==> src/rtl/sram_seq_pkg.sv <==
package sram_seq_pkg;

   typedef enum logic [1:0] {
      PH_IDLE   = 2'd0,
      PH_READ   = 2'd1,
      PH_WPULSE = 2'd2,
      PH_WEND   = 2'd3
   } phase_e;

   typedef enum logic [3:0] {
      TM_ACC, TM_OE, TM_WC, TM_WP, TM_DS, TM_ODW,
      TM_WR_WE, TM_WR_CE, TM_DH_WE, TM_DH_CE
   } tsel_e;

   function automatic int unsigned grade_ns(input int unsigned grade, input tsel_e sel);
      logic slow;
      slow = (grade == 100);
      case (sel)
         TM_ACC:   return slow ? 100 : 70;
         TM_OE:    return slow ? 50  : 35;
         TM_WC:    return slow ? 100 : 70;
         TM_WP:    return slow ? 75  : 55;
         TM_DS:    return slow ? 40  : 30;
         TM_ODW:   return slow ? 35  : 25;
         TM_WR_WE: return 5;
         TM_WR_CE: return 15;
         TM_DH_WE: return 0;
         TM_DH_CE: return 10;
         default:  return 0;
      endcase
   endfunction

   function automatic int unsigned ns_to_cyc(input int unsigned ns, input int unsigned period);
      return (ns + period - 1) / period;
   endfunction

   function automatic int unsigned umax(input int unsigned a, input int unsigned b);
      return (a > b) ? a : b;
   endfunction

endpackage

==> src/rtl/sram_phase_timer.sv <==
module sram_phase_timer #(
   parameter int unsigned CNT_W = 3
) (
   input  logic             clk,
   input  logic             rst_n,
   input  logic             restart,
   output logic [CNT_W-1:0] elapsed
);

   if (CNT_W < 1) begin : g_bad_width
      $error("sram_phase_timer: CNT_W must be at least 1");
   end

   always_ff @(posedge clk or negedge rst_n) begin
      if (!rst_n)       elapsed <= '0;
      else if (restart) elapsed <= '0;
      else              elapsed <= elapsed + CNT_W'(1);
   end

endmodule

==> src/rtl/sram_io_path.sv <==
module sram_io_path #(
   parameter int unsigned ADDR_W = 19,
   parameter int unsigned DATA_W = 8
) (
   input  logic              clk,
   input  logic              rst_n,
   input  logic              load,
   input  logic [ADDR_W-1:0] ld_addr,
   input  logic [DATA_W-1:0] ld_data,
   input  logic              capture,
   input  logic              drive_en,
   input  logic [DATA_W-1:0] mem_dq_i,
   output logic [ADDR_W-1:0] mem_addr,
   output logic [DATA_W-1:0] mem_dq_o,
   output logic              mem_dq_oe,
   output logic              rd_valid,
   output logic [DATA_W-1:0] rd_data
);

   if (ADDR_W < 1 || DATA_W < 1) begin : g_bad_width
      $error("sram_io_path: widths must be non-zero");
   end

   always_ff @(posedge clk or negedge rst_n) begin
      if (!rst_n) begin
         mem_addr <= '0;
         mem_dq_o <= '0;
      end else if (load) begin
         mem_addr <= ld_addr;
         mem_dq_o <= ld_data;
      end
   end

   always_ff @(posedge clk or negedge rst_n) begin
      if (!rst_n) begin
         rd_valid <= 1'b0;
         rd_data  <= '0;
      end else begin
         rd_valid <= capture;
         if (capture) rd_data <= mem_dq_i;
      end
   end

   assign mem_dq_oe = drive_en;

endmodule

==> src/rtl/sram_strobe_ctrl.sv <==
module sram_strobe_ctrl
   import sram_seq_pkg::*;
#(
   parameter int unsigned ADDR_W        = 19,
   parameter int unsigned DATA_W        = 8,
   parameter int unsigned CLK_PERIOD_NS = 20,
   parameter int unsigned SPEED_GRADE   = 70,
   parameter bit          CE_TERMINATED = 1'b0
) (
   input  logic              clk,
   input  logic              rst_n,
   input  logic              req_valid,
   output logic              req_ready,
   input  logic              req_write,
   input  logic [ADDR_W-1:0] req_addr,
   input  logic [DATA_W-1:0] req_wdata,
   output logic              rd_valid,
   output logic [DATA_W-1:0] rd_data,
   output logic [ADDR_W-1:0] mem_addr,
   output logic              mem_ce_n,
   output logic              mem_oe_n,
   output logic              mem_we_n,
   output logic [DATA_W-1:0] mem_dq_o,
   output logic              mem_dq_oe,
   input  logic [DATA_W-1:0] mem_dq_i
);

   // nanosecond figures rounded up to whole clock cycles
   localparam int unsigned ACC_CYC = ns_to_cyc(grade_ns(SPEED_GRADE, TM_ACC), CLK_PERIOD_NS);
   localparam int unsigned OE_CYC  = ns_to_cyc(grade_ns(SPEED_GRADE, TM_OE), CLK_PERIOD_NS);
   localparam int unsigned WC_CYC  = ns_to_cyc(grade_ns(SPEED_GRADE, TM_WC), CLK_PERIOD_NS);
   localparam int unsigned WP_CYC  = ns_to_cyc(grade_ns(SPEED_GRADE, TM_WP), CLK_PERIOD_NS);
   localparam int unsigned DS_CYC  = ns_to_cyc(grade_ns(SPEED_GRADE, TM_DS), CLK_PERIOD_NS);
   localparam int unsigned ODW_CYC = ns_to_cyc(grade_ns(SPEED_GRADE, TM_ODW), CLK_PERIOD_NS);
   localparam int unsigned WR_CYC  = ns_to_cyc(grade_ns(SPEED_GRADE,
                                     CE_TERMINATED ? TM_WR_CE : TM_WR_WE), CLK_PERIOD_NS);
   localparam int unsigned DH_CYC  = ns_to_cyc(grade_ns(SPEED_GRADE,
                                     CE_TERMINATED ? TM_DH_CE : TM_DH_WE), CLK_PERIOD_NS);

   localparam int unsigned RD_CYC    = umax(umax(ACC_CYC, OE_CYC), 1);
   localparam int unsigned PULSE_CYC = umax(umax(WP_CYC, ODW_CYC + DS_CYC), 1);
   localparam int unsigned WC_REST   = (WC_CYC > PULSE_CYC) ? WC_CYC - PULSE_CYC : 0;
   localparam int unsigned END_CYC   = umax(umax(WR_CYC, DH_CYC), umax(WC_REST, 1));
   localparam int unsigned MAX_CYC   = umax(RD_CYC, umax(PULSE_CYC, END_CYC));
   localparam int unsigned CNT_W     = $clog2(MAX_CYC + 1);

   localparam logic [CNT_W-1:0] RD_LAST    = CNT_W'(RD_CYC - 1);
   localparam logic [CNT_W-1:0] PULSE_LAST = CNT_W'(PULSE_CYC - 1);
   localparam logic [CNT_W-1:0] END_LAST   = CNT_W'(END_CYC - 1);
   localparam logic [CNT_W-1:0] ODW_CNT    = CNT_W'(ODW_CYC);
   localparam logic [CNT_W-1:0] DH_CNT     = CNT_W'(DH_CYC);

   if (SPEED_GRADE != 70 && SPEED_GRADE != 100) begin : g_bad_grade
      $error("sram_strobe_ctrl: SPEED_GRADE must be 70 or 100");
   end
   if (CLK_PERIOD_NS == 0) begin : g_bad_clk
      $error("sram_strobe_ctrl: CLK_PERIOD_NS must be non-zero");
   end
   if (ADDR_W < 1 || DATA_W < 1) begin : g_bad_width
      $error("sram_strobe_ctrl: widths must be non-zero");
   end

   phase_e           phase, nxt_phase;
   logic [CNT_W-1:0] elapsed;
   logic             restart, accept, capture;
   logic             pulse_drive, hold_drive;
   logic             in_read, in_pulse, in_end;

   // ---------------- sequencer ----------------
   always_ff @(posedge clk or negedge rst_n) begin
      if (!rst_n) phase <= PH_IDLE;
      else        phase <= nxt_phase;
   end

   always_comb begin
      nxt_phase = phase;
      accept    = 1'b0;
      capture   = 1'b0;
      case (phase)
         PH_IDLE: begin
            if (req_valid) begin
               accept    = 1'b1;
               nxt_phase = req_write ? PH_WPULSE : PH_READ;
            end
         end
         PH_READ: begin
            if (elapsed == RD_LAST) begin
               capture   = 1'b1;
               nxt_phase = PH_IDLE;
            end
         end
         PH_WPULSE: if (elapsed == PULSE_LAST) nxt_phase = PH_WEND;
         PH_WEND:   if (elapsed == END_LAST)   nxt_phase = PH_IDLE;
         default:   nxt_phase = PH_IDLE;
      endcase
      restart = (nxt_phase != phase);
   end

   sram_phase_timer #(.CNT_W(CNT_W)) u_timer (
      .clk     (clk),
      .rst_n   (rst_n),
      .restart (restart),
      .elapsed (elapsed)
   );

   // ---------------- strobe decode ----------------
   assign in_read   = (phase == PH_READ);
   assign in_pulse  = (phase == PH_WPULSE);
   assign in_end    = (phase == PH_WEND);
   assign req_ready = (phase == PH_IDLE);
   assign mem_oe_n  = !in_read;

   if (CE_TERMINATED) begin : g_ce_end
      assign mem_ce_n = !(in_read || in_pulse);
      assign mem_we_n = !(in_pulse || in_end);
   end else begin : g_we_end
      assign mem_ce_n = !(in_read || in_pulse || in_end);
      assign mem_we_n = !in_pulse;
   end

   if (ODW_CYC == 0) begin : g_drive_now
      assign pulse_drive = in_pulse;
   end else begin : g_drive_late
      assign pulse_drive = in_pulse && (elapsed >= ODW_CNT);
   end

   if (DH_CYC == 0) begin : g_no_hold
      assign hold_drive = 1'b0;
   end else begin : g_hold
      assign hold_drive = in_end && (elapsed < DH_CNT);
   end

   sram_io_path #(.ADDR_W(ADDR_W), .DATA_W(DATA_W)) u_io (
      .clk       (clk),
      .rst_n     (rst_n),
      .load      (accept),
      .ld_addr   (req_addr),
      .ld_data   (req_wdata),
      .capture   (capture),
      .drive_en  (pulse_drive || hold_drive),
      .mem_dq_i  (mem_dq_i),
      .mem_addr  (mem_addr),
      .mem_dq_o  (mem_dq_o),
      .mem_dq_oe (mem_dq_oe),
      .rd_valid  (rd_valid),
      .rd_data   (rd_data)
   );

   // ---------------- assertions ----------------
   assert_idle_quiet_R1: assert property (@(posedge clk) disable iff (!rst_n)
      req_ready |-> (mem_ce_n && mem_oe_n && mem_we_n && !mem_dq_oe));

   assert_read_strobes_R3: assert property (@(posedge clk) disable iff (!rst_n)
      !mem_oe_n |-> (!mem_ce_n && mem_we_n));

   assert_rdv_single_R4: assert property (@(posedge clk) disable iff (!rst_n)
      rd_valid |=> !rd_valid);

   assert_oe_off_write_R5: assert property (@(posedge clk) disable iff (!rst_n)
      !mem_we_n |-> mem_oe_n);

   assert_drive_safe_R6: assert property (@(posedge clk) disable iff (!rst_n)
      mem_dq_oe |-> (mem_oe_n && (!mem_we_n || !mem_ce_n)));

   if (CE_TERMINATED) begin : g_chk_ce_end
      assert_ce_first_R7: assert property (@(posedge clk) disable iff (!rst_n)
         $rose(mem_we_n) |-> $past(mem_ce_n));
   end else begin : g_chk_we_end
      assert_we_first_R7: assert property (@(posedge clk) disable iff (!rst_n)
         $rose(mem_ce_n) |-> $past(mem_we_n));
   end

   assert_addr_hold_R8: assert property (@(posedge clk) disable iff (!rst_n)
      (!mem_ce_n && !$past(mem_ce_n)) |-> $stable(mem_addr));

   assert_busy_R9: assert property (@(posedge clk) disable iff (!rst_n)
      (!mem_ce_n || !mem_we_n) |-> !req_ready);

endmodule

==> config.mk <==
export PLATFORM = sky130hd
export DESIGN_NAME = sram_strobe_ctrl
export DESIGN_NICKNAME = d
export VERILOG_FILES = /design/src/rtl/sram_seq_pkg.sv /design/src/rtl/sram_phase_timer.sv /design/src/rtl/sram_io_path.sv /design/src/rtl/sram_strobe_ctrl.sv
export SDC_FILE = /design/constraint.sdc
export NUM_CORES = 1
export LEC_CHECK = 0
export CORE_AREA = 5 5 79 63
export DETAILED_ROUTE_END_ITERATION = 10
export DIE_AREA = 0 0 84 68
export DONT_BUFFER_PORTS = 1
export GPL_TIMING_DRIVEN = 0
export PLACE_DENSITY = 0.66
export SYNTH_ARGS = -nofsm -noshare
export SYNTH_HDL_FRONTEND = slang
export SYNTH_HIERARCHICAL = 1
export SYNTH_SLANG_ARGS = --single-unit
==> constraint.sdc <==
create_clock -name clk -period 1.8 [get_ports clk]
set_input_delay 0.18 -clock clk [delete_from_list [all_inputs] [get_ports clk]]
set_output_delay 0.18 -clock clk [all_outputs]
set_load 0.01 [all_outputs]
==> run_results.csv <==
group,metric,value,unit
finish,multiInputGateArea,623.1,µm²
power,power_density,1858,mW/mm²
cts,clockBufferDepth,2,
timing,grt_setup_unrepaired,"no",
timing,finalCriticalPeriod,1.689,ns
critical_path,cp.required,1.97,ns
floorplan,dieArea,0.005712,mm²
power,ir_drop,0.0007676,V
placed_design,place_area,0.001795,mm²
critical_path,arrival,1.85,ns
routing,vias,866,
finish,n_fill_cell,373,
finish,nets,156,
grt,grt_pass1_vias,969,
floorplan,io_pins,80,
synthesis,synth_top_area_share,59.51,%
timing,fin_skew,0.008428,ns
floorplan,die-height,68,µm
timing,fmax,592.2,MHz
floorplan,dieWidth,84,µm
routing,firstDrtPassIters,5,
cts,htreeDepth,2,
synthesis,synth_fp_nets,147,
finish,final_cell_mix,"dfrtp_1, mux2_4, mux2_2, nor2_1, clkbuf_8",
floorplan,rows,21,
synthesis,synth_edf_count,0,
timing,fin_setup_tns,0,ns
synthesis,syn_area,0.001724,mm²
outcome,status,"completed",
synthesis,yosys.area.top_type,"dfrtp_1",
routing,wire_per_inst,19.24,µm
finish,final_common_cell,"dfrtp_1",
finish,diodes,0,
cts,cts.sinks,41,
synthesis,synth_cells,107,
synthesis,ys_types,25,
power,p_leak,0.0008665,µW
placed_design,dp.cells,164,
finish,ff_latch_area,0.001026,mm²
min_path,hp-class,"in2reg",
placed_design,dpl.hpwl,2.467,mm
grt,gr-total-overflow,0,
synthesis,ys_ff_latch,41,
routing,drcViolationCount,0,
grt,grt_max_degree,42,
timing,hold_viol_final,0,
routing,drtIter0Drc,28,
finish,drive_gt1_share,43.59,%
cts,clk_latency,0.28,ns
floorplan,core,0.004204,mm²
critical_path,start_kind,"register",
cts,cts-root-buf,"clkbuf_8",
power,power,3545,µW
finish,area_growth,10.67,%
routing,ant_nets,0,
cts,postCtsHoldBufs,2,
cts,cts_tree,"yes",
cts,numCtsBuffers,5,
finish,instances_no_fill,174,
synthesis,synth_flop_cell,"dfrtp_1",
finish,fin_util,45.39,%
critical_path,cp_max_fo,10,
timing,slew-limit-headroom,74.01,%
grt,antenna_found_initial,0,
timing,post-route-period-util,93.81,%
critical_path,cp-end-kind,"register",
timing,slew_violations,0,
placed_design,portBuffers,0,
synthesis,yosysWarnings,6,
synthesis,syn_avg_cell_area,16.11,µm²
finish,final_area,0.001908,mm²
critical_path,crit_type,"reg2reg",
cts,cts-resized-gates,0,
cts,cts.clk_slew.worst_paths,0.08,ns
synthesis,synthArstFlopShare,100.0,%
timing,tightest_slew,0.3845,ns
grt,grt_pass1_wl,5.368,mm
synthesis,synth_area_leaders,"dfrtp_1, mux2_4, mux2_2, buf_12, nor2_1",
grt,track_usage,12.16,%
synthesis,ys_seq_area_share,59.51,%
routing,via_per_inst,4.977,
routing,wl,3.347,mm
timing,setup_viol,0,
placed_design,gp_congestion,0.7454,
cts,cts_setup_buffers,0,
flow_run,maxCapViolCount,0,
floorplan,start_util,41.01,%
## final cells by class
class / instances / area share, %
Clock inverter: 2 / 0.5246
Timing Repair Buffer: 2 / 1.574
Inverter: 1 / 0.1967
Clock buffer: 6 / 3.803
Buffer: 6 / 3.738
Tap cell: 57 / 3.738
Sequential cell: 41 / 53.77
Multi-Input combinational cell: 59 / 32.66
## critical path, cell delays in order, from the launching register on
cell and delay [ns]:
dfrtp_1 0.45, nor2_1 0.29, and2_4 0.21, buf_6 0.16, buf_12 0.16, mux2_4 0.30
## cell usage after synthesis (all sizes together) (2+ instances only)
cell type and number:
nor2 6, dfrtp 41, buf 6, a21oi 2, nor3 2, nand2b 2, mux2 35
## sequential cells by signal (all words and copies together) (netlist names)
register,flops
u_io/mem_addr,19
u_io/mem_dq_o,8
u_io/rd_data,8
u_timer/elapsed,3
phase,2
u_io/rd_valid,1
## kinds of logic after synthesis
family | share of synthesized area [%]
AOI/OAI and AO/OA | 2.758
xor gates and xnor gates | 0.5081
adders and majority gates | 0.7256
buffers and inverters | 4.353
DFF | 59.51
muxes | 27.21
and+or+nand+nor | 4.935
## worst paths after layout
path	depth (start not counted)	to	startpoint	slack, ns
worst max-delay path	5	u_io/mem_addr[0]	phase[0]	0.11
worst min-delay path	1	u_io/mem_addr[16]	req_addr[16]	0.04
worst max register to register	5	u_io/mem_addr[0]	phase[0]	0.11
worst min register to register	1	u_timer/elapsed[0]	u_timer/elapsed[0]	0.53
max in group asynchronous	2	u_io/mem_addr[2]	rst_n	1.23
min in group asynchronous	2	u_io/mem_addr[4]	rst_n	0.35
## report_power, final
| part | internal, µW | switching (µW) | total (µW) |
|---|---|---|---|
| Clock | 269 | 291 | 560 |
| Combinational | 680 | 360 | 1040 |
| Sequential | 1370 | 574 | 1940 |
| Total | 2320 | 1230 | 3550 |
## through the flow
| stage | setup slack [ns] | hold WS [ns] |
|---|---|---|
| 2_1_floorplan | 0.2455 | -0.1156 |
| 3_3_place_gp | 0.1231 | -0.1146 |
| 3_5_place_dp | 0.08955 | -0.1144 |
| 4_1_cts | 0.08911 | 0.02261 |
| 5_1_grt | 0.002261 | 0.002067 |
| 6_report | 0.1115 | 0.03748 |
## per-layer routing
layer / up-vias / share of wire (%) / GRT usage [%]
li1: 385 / - / -
met1: 424 / 42 / 14.94
met2: 52 / 46 / 18.06
met3: 5 / 12 / 7.341
met4: 0 / 0.78 / 3.614
met5: - / 0 / 0
(Power assumes the default switching activity.)
